`src/rtl/twi_rd_pkg.sv`:
```
package twi_rd_pkg;

  typedef enum logic [2:0] {
    ST_IDLE,
    ST_RXDEV,
    ST_DEVACK,
    ST_RXWORD,
    ST_WORDACK,
    ST_TX,
    ST_MACK
  } rdState_t;

  typedef enum logic [1:0] {
    OE_NONE,
    OE_ACK,
    OE_DATA
  } oeSel_t;

  typedef struct packed {
    logic shiftIn;
    logic latchHdr;
    logic loadAddr;
    logic loadTx;
    logic shiftTx;
    logic incAddr;
  } rdStrobe_t;

endpackage

```
`src/rtl/twi_rd_datapath.sv`:
```
module twi_rd_datapath
  import twi_rd_pkg::*;
#(
  parameter int         ADDR_W   = 9,
  parameter logic [6:0] DEV_ID   = 7'b1010000,
  parameter logic [7:0] ROM_SEED = 8'h5A
) (
  input  logic      clk,
  input  logic      rstN,
  input  logic      sclIn,
  input  logic      sdaIn,
  input  rdStrobe_t strb,
  input  oeSel_t    oeSel,
  output logic      sclRise,
  output logic      sclFall,
  output logic      startDet,
  output logic      stopDet,
  output logic      sdaS,
  output logic      addrMatch,
  output logic      rwBit,
  output logic      sdaOe
);

  localparam int PAGE_W   = ADDR_W - 8;
  localparam int DEV_ID_W = 7 - PAGE_W;
  localparam int N_LINES  = 2;

  // Two-flop synchronizers plus one history stage per line
  logic [N_LINES-1:0] rawIn, meta, sync, prev;
  assign rawIn = {sdaIn, sclIn};

  for (genvar g = 0; g < N_LINES; g++) begin : gSync
    always_ff @(posedge clk or negedge rstN) begin
      if (!rstN) begin
        meta[g] <= 1'b1;
        sync[g] <= 1'b1;
        prev[g] <= 1'b1;
      end else begin
        meta[g] <= rawIn[g];
        sync[g] <= meta[g];
        prev[g] <= sync[g];
      end
    end
  end

  logic sclS, sclPrev, sdaPrev;
  assign sclS    = sync[0];
  assign sclPrev = prev[0];
  assign sdaS    = sync[1];
  assign sdaPrev = prev[1];

  assign sclRise  = sclS & ~sclPrev;
  assign sclFall  = ~sclS & sclPrev;
  assign startDet = sclS & sclPrev & sdaPrev & ~sdaS;
  assign stopDet  = sclS & sclPrev & ~sdaPrev & sdaS;

  // Receive shifter and captured header fields
  logic [7:0]        rxShift;
  logic [PAGE_W-1:0] pageReg;
  logic              rwReg;

  always_ff @(posedge clk or negedge rstN) begin
    if (!rstN) begin
      rxShift <= '0;
      pageReg <= '0;
      rwReg   <= 1'b0;
    end else begin
      if (strb.shiftIn) rxShift <= {rxShift[6:0], sdaS};
      if (strb.latchHdr) begin
        pageReg <= rxShift[PAGE_W:1];
        rwReg   <= rxShift[0];
      end
    end
  end

  assign addrMatch = (rxShift[7:8-DEV_ID_W] == DEV_ID[6:PAGE_W]);
  assign rwBit     = rwReg;

  // Word counter and transmit shifter
  logic [ADDR_W-1:0] addrCnt;
  logic [7:0]        txShift;

  function automatic logic [7:0] wordAt(input logic [ADDR_W-1:0] a);
    return a[7:0] ^ ROM_SEED ^ {8{^a[ADDR_W-1:8]}};
  endfunction

  always_ff @(posedge clk or negedge rstN) begin
    if (!rstN) begin
      addrCnt <= '0;
      txShift <= 8'hFF;
    end else begin
      if (strb.loadAddr)     addrCnt <= {pageReg, rxShift};
      else if (strb.incAddr) addrCnt <= addrCnt + 1'b1;
      if (strb.loadTx)       txShift <= wordAt(addrCnt);
      else if (strb.shiftTx) txShift <= {txShift[6:0], 1'b1};
    end
  end

  assign sdaOe = (oeSel == OE_ACK) | ((oeSel == OE_DATA) & ~txShift[7]);

  // the pull-down only changes while the synchronized clock is low
  assert_sda_low_phase_R6 : assert property (@(posedge clk) disable iff (!rstN)
    ((sdaOe != $past(sdaOe)) && !$past(startDet) && !$past(stopDet)) |-> !$past(sclS));

  // the counter steps only at a clock falling edge
  assert_inc_on_fall_R7 : assert property (@(posedge clk) disable iff (!rstN)
    strb.incAddr |-> sclFall);

endmodule

```
`src/rtl/twi_rd_ctrl.sv`:
```
module twi_rd_ctrl
  import twi_rd_pkg::*;
(
  input  logic      clk,
  input  logic      rstN,
  input  logic      sclRise,
  input  logic      sclFall,
  input  logic      startDet,
  input  logic      stopDet,
  input  logic      sdaS,
  input  logic      addrMatch,
  input  logic      rwBit,
  output rdStrobe_t strb,
  output oeSel_t    oeSel
);

  localparam logic [3:0] BITS_IN  = 4'd8;
  localparam logic [3:0] LAST_OUT = 4'd7;

  rdState_t   state;
  logic [3:0] bitCnt;
  logic       masterAck;

  always_comb begin
    strb = '0;
    if (!startDet && !stopDet) begin
      unique case (state)
        ST_RXDEV: begin
          strb.shiftIn  = sclRise;
          strb.latchHdr = sclFall && (bitCnt == BITS_IN);
        end
        ST_RXWORD: begin
          strb.shiftIn  = sclRise;
          strb.loadAddr = sclFall && (bitCnt == BITS_IN);
        end
        ST_DEVACK: strb.loadTx = sclFall && rwBit;
        ST_TX: begin
          strb.shiftTx = sclFall && (bitCnt != LAST_OUT);
          strb.incAddr = sclFall && (bitCnt == LAST_OUT);
        end
        ST_MACK: strb.loadTx = sclFall && masterAck;
        default: ;
      endcase
    end
  end

  always_ff @(posedge clk or negedge rstN) begin
    if (!rstN) begin
      state     <= ST_IDLE;
      bitCnt    <= '0;
      masterAck <= 1'b0;
      oeSel     <= OE_NONE;
    end else if (startDet) begin
      state  <= ST_RXDEV;
      bitCnt <= '0;
      oeSel  <= OE_NONE;
    end else if (stopDet) begin
      state  <= ST_IDLE;
      bitCnt <= '0;
      oeSel  <= OE_NONE;
    end else begin
      unique case (state)
        ST_RXDEV, ST_RXWORD: begin
          if (sclRise) bitCnt <= bitCnt + 1'b1;
          else if (sclFall && bitCnt == BITS_IN) begin
            bitCnt <= '0;
            if (state == ST_RXWORD) begin
              state <= ST_WORDACK;
              oeSel <= OE_ACK;
            end else if (addrMatch) begin
              state <= ST_DEVACK;
              oeSel <= OE_ACK;
            end else begin
              state <= ST_IDLE;
            end
          end
        end
        ST_DEVACK: if (sclFall) begin
          bitCnt <= '0;
          if (rwBit) begin
            state <= ST_TX;
            oeSel <= OE_DATA;
          end else begin
            state <= ST_RXWORD;
            oeSel <= OE_NONE;
          end
        end
        ST_WORDACK: if (sclFall) begin
          state <= ST_IDLE;
          oeSel <= OE_NONE;
        end
        ST_TX: if (sclFall) begin
          if (bitCnt == LAST_OUT) begin
            state  <= ST_MACK;
            oeSel  <= OE_NONE;
            bitCnt <= '0;
          end else begin
            bitCnt <= bitCnt + 1'b1;
          end
        end
        ST_MACK: begin
          if (sclRise) masterAck <= ~sdaS;
          else if (sclFall) begin
            if (masterAck) begin
              state <= ST_TX;
              oeSel <= OE_DATA;
            end else begin
              state <= ST_IDLE;
            end
          end
        end
        default: ;
      endcase
    end
  end

  // a start always rearms header reception from bit zero
  assert_start_rearms_R1 : assert property (@(posedge clk) disable iff (!rstN)
    startDet |=> (state == ST_RXDEV) && (bitCnt == 4'd0));

  // a stop leaves the slave idle with the line released
  assert_stop_releases_R9 : assert property (@(posedge clk) disable iff (!rstN)
    stopDet |=> (state == ST_IDLE) && (oeSel == OE_NONE));

  // the header acknowledge is only given to a matching header
  assert_ack_needs_match_R3 : assert property (@(posedge clk) disable iff (!rstN)
    (state == ST_DEVACK) |-> addrMatch);

endmodule

```
`src/rtl/twi_seq_read_slave.sv`:
```
module twi_seq_read_slave
  import twi_rd_pkg::*;
#(
  parameter int         ADDR_W   = 9,
  parameter logic [6:0] DEV_ID   = 7'b1010000,
  parameter logic [7:0] ROM_SEED = 8'h5A
) (
  input  logic clk,
  input  logic rstN,
  input  logic sclIn,
  input  logic sdaIn,
  output logic sdaOe
);

  rdStrobe_t strb;
  oeSel_t    oeSel;
  logic      sclRise, sclFall, startDet, stopDet, sdaS, addrMatch, rwBit;

  twi_rd_ctrl uCtrl (
    .clk       (clk),
    .rstN      (rstN),
    .sclRise   (sclRise),
    .sclFall   (sclFall),
    .startDet  (startDet),
    .stopDet   (stopDet),
    .sdaS      (sdaS),
    .addrMatch (addrMatch),
    .rwBit     (rwBit),
    .strb      (strb),
    .oeSel     (oeSel)
  );

  twi_rd_datapath #(
    .ADDR_W   (ADDR_W),
    .DEV_ID   (DEV_ID),
    .ROM_SEED (ROM_SEED)
  ) uPath (
    .clk       (clk),
    .rstN      (rstN),
    .sclIn     (sclIn),
    .sdaIn     (sdaIn),
    .strb      (strb),
    .oeSel     (oeSel),
    .sclRise   (sclRise),
    .sclFall   (sclFall),
    .startDet  (startDet),
    .stopDet   (stopDet),
    .sdaS      (sdaS),
    .addrMatch (addrMatch),
    .rwBit     (rwBit),
    .sdaOe     (sdaOe)
  );

endmodule

```
`config.mk`:
```
export PLATFORM = sky130hd
export DESIGN_NAME = twi_seq_read_slave
export DESIGN_NICKNAME = d
export VERILOG_FILES = /design/src/rtl/twi_rd_pkg.sv /design/src/rtl/twi_rd_datapath.sv /design/src/rtl/twi_rd_ctrl.sv /design/src/rtl/twi_seq_read_slave.sv
export SDC_FILE = /design/constraint.sdc
export NUM_CORES = 1
export LEC_CHECK = 0
export CAP_MARGIN = 20
export CORE_ASPECT_RATIO = 0.75
export CORE_UTILIZATION = 52
export DETAILED_ROUTE_END_ITERATION = 6
export DONT_BUFFER_PORTS = 1
export PLACE_DENSITY = 0.67
export SYNTH_ARGS = -nofsm -noshare
export SYNTH_HDL_FRONTEND = slang
export SYNTH_SLANG_ARGS = --single-unit
export TNS_END_PERCENT = 5
```
`constraint.sdc`:
```
create_clock -name clk -period 4.2 [get_ports clk]
set_input_delay 0.84 -clock clk [delete_from_list [all_inputs] [get_ports clk]]
set_output_delay 0.84 -clock clk [all_outputs]
set_load 0.01 [all_outputs]
```
After elaboration in Yosys (flattened, before gate mapping)
Cells that the tools add are included.
{"block": "classes", "mux": 48, "n_addsub": 2, "n_reduce_logical": 17, "n_eq_ne": 23, "bitwise_logic": 18}
{"cell": "3-bit 2-to-1 mux", "n": 13}
{"cell": "2-bit 2-to-1 mux", "n": 16}
{"cell": "4-bit 2-to-1 mux", "n": 7}
{"cell": "4-bit by 1-bit != test with 1-bit output, second input constant", "n": 7}
{"cell": "9-bit 2-to-1 mux", "n": 2}
{"cell": "8-bit 2-to-1 mux", "n": 2}
{"cell": "3-bit one-hot mux with 5 select lines", "n": 1}
{"cell": "4-bit one-hot mux with 3 select lines", "n": 1}
{"cell": "11-bit AND reduction", "n": 1}
{"cell": "5-bit by 1-bit != test with 1-bit output, second input constant", "n": 2}
{"cell": "2-bit one-hot mux with 5 select lines", "n": 1}
{"cell": "9-bit by 1-bit adder with 9-bit output, second input constant", "n": 1}
{"cell": "3-bit == test, second input constant", "n": 3}
{"cell": "9-bit AND reduction", "n": 1}
{"cell": "1-bit bitwise AND", "n": 8}
{"cell": "4-bit by 2-bit != test with 1-bit output, second input constant", "n": 2}
{"cell": "4-bit AND reduction", "n": 2}
{"cell": "8-bit bitwise XOR", "n": 1}
{"cell": "1-bit inverter", "n": 7}
{"cell": "7-bit nonzero test", "n": 1}
{"cell": "3-bit by 2-bit == test with 1-bit output, second input constant", "n": 2}
{"cell": "6-bit == test, second input constant", "n": 1}
{"cell": "1-bit logical AND", "n": 6}
{"cell": "6-bit 2-to-1 mux", "n": 1}
{"cell": "15 further kinds", "n": 19}
{"block": "word_totals", "ff_bits": 43, "elab_cells": 123, "input_bits": 4}

Longest topological paths before layout
{"block": "depth", "depth_word": 8, "mapped_depth": 8, "ltp_nobuf": 7}

By module
From an unflattened synthesis, not the netlist that was laid out.
{"block": "unflattened", "hier_cells": 242, "hier_area_um2": 2424.8}
{"mod": "twi_rd_datapath", "seq_area_each_um2": 843.3, "cells_per_inst": 137, "area_each_um2": 1550.2, "instances": 1}
{"mod": "twi_rd_ctrl", "seq_area_each_um2": 250.2, "cells_per_inst": 105, "area_each_um2": 874.6, "instances": 1}

Worst setup path after synthesis
OpenSTA, ideal clock, no wires.
{"block": "synth_path", "path_type": "register to register", "from": "register uCtrl.bitCnt[0]", "to": "register uCtrl.bitCnt[3]", "path_slack_ns": 2.374, "t_required_ns": 4.131, "synth_period_minus_slack_ns": 1.826, "t_arrival_ns": 1.758, "path_stages_with_launch": 8, "cell_sequence": "dfrtp_1 inv_1 ha_1 nand3b_1 a2111oi_4 nor3_2 or4b_1 nand3_1"}
{"block": "synth_between", "elab_chain_cells": 6}
{"element": "from (decl)", "line_no": "twi_rd_ctrl.sv:21", "rtl": "logic [3:0] bitCnt;"}
{"element": "from (signal assigned)", "line_no": "twi_rd_ctrl.sv:64", "rtl": "if (sclRise) bitCnt <= bitCnt + 1'b1;"}
{"element": "from (signal assigned)", "line_no": "twi_rd_ctrl.sv:98", "rtl": "bitCnt <= bitCnt + 1'b1;"}
{"element": "4-bit by 1-bit adder with 4-bit output / 4-bit by 3-bit == test with 1-bit output (equally long branches)", "line_no": "twi_rd_ctrl.sv:64, twi_rd_ctrl.sv:98, twi_rd_ctrl.sv:93"}
{"element": "4-bit 2-to-1 mux", "line_no": "twi_rd_ctrl.sv:93", "rtl": "if (bitCnt == LAST_OUT) begin"}
{"element": "4-bit 2-to-1 mux", "line_no": "twi_rd_ctrl.sv:92", "rtl": "ST_TX: if (sclFall) begin"}
{"element": "4-bit one-hot mux with 3 select lines", "line_no": "twi_rd_ctrl.sv:62", "rtl": "unique case (state)"}
{"element": "4-bit 2-to-1 mux", "line_no": "twi_rd_ctrl.sv:57", "rtl": "end else if (stopDet) begin"}
{"element": "4-bit 2-to-1 mux", "line_no": "twi_rd_ctrl.sv:53", "rtl": "end else if (startDet) begin"}
Several ways; a longest one is shown, not always the timed one. The select of a mux whose other input is x is not followed.
A chain may end at the register's enable or synchronous reset.

Worst setup path in the final report
{"block": "layout_path", "from": "register uCtrl.state[2]", "to": "register uCtrl.bitCnt[3]"}
{"block": "layout_between", "elab_chain_cells": 5}
{"element": "from (decl)", "line_no": "twi_rd_ctrl.sv:20", "rtl": "rdState_t state;"}
{"element": "from (signal assigned)", "line_no": "twi_rd_ctrl.sv:49", "rtl": "state <= ST_IDLE;"}
{"element": "from (signal assigned)", "line_no": "twi_rd_ctrl.sv:54", "rtl": "state <= ST_RXDEV;"}
{"element": "from (signal assigned)", "line_no": "twi_rd_ctrl.sv:58", "rtl": "state <= ST_IDLE;"}
{"element": "3-bit by 1-bit == test with 1-bit output / 3-bit by 2-bit == test with 1-bit output (equally long branches)", "line_no": "twi_rd_ctrl.sv:62"}
{"element": "2-bit OR reduction (no line)"}
{"element": "4-bit one-hot mux with 3 select lines", "line_no": "twi_rd_ctrl.sv:62"}
{"element": "4-bit 2-to-1 mux", "line_no": "twi_rd_ctrl.sv:57"}
{"element": "4-bit 2-to-1 mux", "line_no": "twi_rd_ctrl.sv:53"}
Several ways; a longest one is shown, not always the timed one.

==> results_dict.tcl <==
set metrics [dict create \
    nFillCells 371 \
    seqCellArea_sq_mm 0.001094 \
    drive_gt1_share_pct 19.91 \
    wl_met3_um 227 \
    cp.arrival_ns 2.40 \
    total_power_w 0.0008426 \
    synth-edff-count 0 \
    cts_resized 0 \
    place_congestion 0.9237 \
    p_sw_share_pct 24.64 \
    std_cell_rows 20 \
    async_flop_share_pct 100.0 \
    cts-htree-levels 2 \
    drt_iter0_markers 121 \
    crit_family "simple AND/OR/NAND/NOR gates" \
    fmax_ghz 0.4598 \
    grt_max_degree 44 \
    synthCells 232 \
    die_w_um 79.97 \
    dr_wl_met2_um 1957 \
    yosys_warnings 0 \
    reg2reg_depth 5 \
    path_cells "and4bb_1 -> o21bai_1 -> nor3_2 -> or4b_1 -> nand3_1" \
    num_antenna_cells 0 \
    clkSinkCount 43 \
    fin_area_sq_mm 0.002469 \
    synth.distinct_cells 54 \
    power_frac_seq_pct 59.5 \
    numCtsBuffers 5 \
    die_y_um 60.48 \
    fin_crit_ns 2.175 \
    fin_nets 237 \
    antenna_found_initial 0 \
    outcome "finished clean" \
    hpwlAfterDp_um 3233 \
    cts_buffer_depth 2 \
    pin_count 5 \
    finalCritPeriodShare_pct 51.78 \
    wl_met1_um 2284 \
    cp-start-kind "flop" \
    fin_util_pct 58.72 \
    hp-class "in2async" \
    initial_core_util_pct 56.40 \
    grt_pass1_wl_um 8066 \
    core_sq_mm 0.004204 \
    route.detailed.drc 0 \
    grtUsageTotal_pct 22.52 \
    ant_nets 0 \
    yosys_register_bits 43 \
    required_ns 4.43 \
    skew_ns 0.006648 \
    mostFrequentLayoutCells "nand2_1 (33), dfrtp_1 (29), o21ai_0 (26), dfstp_2 (14)" \
    max-cap-violations 0 \
    placed_area_sq_mm 0.002377 \
    slew_headroom_pct 61.88 \
    synth_nets 239 \
    syn_to_final_growth_pct 4.116 \
    cts_tree "built" \
    wl_um 4544 \
    cts_root_buf "clkbuf_8" \
    via_per_inst 6.014 \
    path_depth 5 \
    grt-ovfl-total 0 \
    cts_setup_buffers 0 \
    clock_latency_ns 0.29 \
    highest_layer "met4" \
    ys.flop_type "dfrtp_1" \
    setup_viol 0 \
    final.setup.tns_ns 0 \
    post_drt_wl_per_cell_um 15.89 \
    p_comb_share_pct 9.1 \
    power_frac_clock_pct 31.5 \
    synth_seq_area_share_pct 46.12 \
    worst_pin_slew_ns 0.5700 \
    worst_setup_path_end_kind "flop" \
    timing.critical_path.buf_inv 0 \
    hold_viol 0 \
    crit_fanout 17 \
    grt_pass1_vias 1646 \
    cts_hold_buf 0 \
    critPathKind "reg2reg" \
    syn_avg_cell_area_sq_um 10.22 \
    multiInputGateArea_sq_mm 0.001192 \
    netlist_area_sq_mm 0.002371 \
    die-area_sq_mm 0.004837 \
    critPathMaxStageDelay_ns 0.65 \
    internal-power_w 0.0006349 \
    report.final.slew_viol_count 0 \
    hold-worst-slack_ns 0.2358 \
    layout_commonest_cell "nand2_1" \
    crit_slowest_cell "and4bb_1" \
    p_leak_nw 0.9520 \
    clkTransAtPathRegs_ns 0.08 \
    drt-pass1-iter-count 4 \
    portBuffers 0 \
    vias 1720 \
    grt_setup_unrepaired "no" \
    ir_worst_vdd_v 0.0002193 \
    switchingPower_w 0.0002076 \
    powerDensity_mw_per_mm2 341.3 \
]
## cell type report
class                           count  share of cell area (%)
Multi-Input combinational cell    174                   48.30
Sequential cell                    43                   44.30
Clock buffer                        7                   3.497
Tap cell                           55                   2.788
Inverter                            6                  0.9123
Clock inverter                      1                  0.2027
## cells by family after synthesis
group / Yosys count / share of synthesized area, %
and+or+nand+nor: 86 / 20.79
adders and majority gates: 3 / 1.583
xor gates and xnor gates: 13 / 4.802
buffers and inverters: 15 / 3.587
AOI/OAI and AO/OA: 55 / 15.41
muxes: 17 / 7.705
DFF: 43 / 46.12
## final timing paths
check | startpoint | end | slack, ns
worst min register to register | uPath.meta[0] | uPath.sclS | 0.36
worst min-delay path | rstN | uPath.pageReg | 0.24
min in group clk | uPath.meta[0] | uPath.sclS | 0.36
worst max register to register | uCtrl.state[2] | uCtrl.bitCnt[3] | 2.03
max in group asynchronous | rstN | uPath.meta[1] | 3.78
worst max-delay path | uCtrl.state[2] | uCtrl.bitCnt[3] | 2.03
## sequential cells by signal (all words and copies together) (netlist names)
register,count
uPath.addrCnt,9
uPath.rxShift,8
uPath.txShift,8
uCtrl.bitCnt,4
uCtrl.state,3
uCtrl.oeSel,2
uPath.meta,2
uCtrl.masterAck,1
uPath.pageReg,1
uPath.rwBit,1
uPath.sclPrev,1
uPath.sclS,1
uPath.sdaPrev,1
uPath.sdaS,1
## power groups by stage
stage	logic, W	registers [W]	clock network (W)
after floorplan	0.0000708	0.000491	0
after global placement	0.0000747	0.000504	0
after detailed placement	0.0000763	0.000509	0
after CTS	0.0000766	0.000501	0.000276
after global routing	0.0000848	0.000508	0.000291
final	0.0000765	0.000501	0.000265
## worst reg2reg max path: cells and delay by family (launching register included)
family	cells	cell delay, ns
AOI/OAI and AO/OA	1	0.20
and+or+nand+nor	4	1.34
DFF	1	0.58
## synthesized netlist by cell type, types with 2 or more instances
cell,count,share of area (%)
buf_2,3,0.63
buf_4,2,0.63
o21ai_0,26,5.5
a21oi_1,7,1.5
nand2_1,33,5.2
nor3_1,4,0.84
o22ai_1,4,1.1
dfstp_2,14,16
o211ai_1,2,0.63
a22oi_1,2,0.63
inv_1,6,0.95
mux2i_1,7,3.0
a211oi_1,2,0.63
nand3_1,6,1.3
and3_1,4,1.1
a31o_2,2,0.74
a32oi_1,2,0.74
nor2b_1,3,0.79
dfrtp_1,29,31
and3b_2,2,0.84
nand4_1,4,1.1
ha_1,3,1.6
nor2_1,10,1.6
nand2b_1,3,0.79
xor2_1,4,1.5
xnor2_1,9,3.3
nand3b_1,3,0.95
mux2_2,10,4.7
## per-layer routing
layer / global-route usage (%) / vias to the layer above
met5: 0 / -
met4: 9.439 / 0
met3: 4.962 / 6
met2: 32.36 / 44
met1: 33.11 / 840
li1: - / 830
## metrics by stage
stage                     cells  setup slack (ns)
after floorplan             232             2.374
after global placement      278             2.155
after detailed placement    278             2.062
after CTS                   286             2.038
after global routing        286             1.891
final                       286             2.025
No activity file was read; power rests on OpenSTA's default activity.
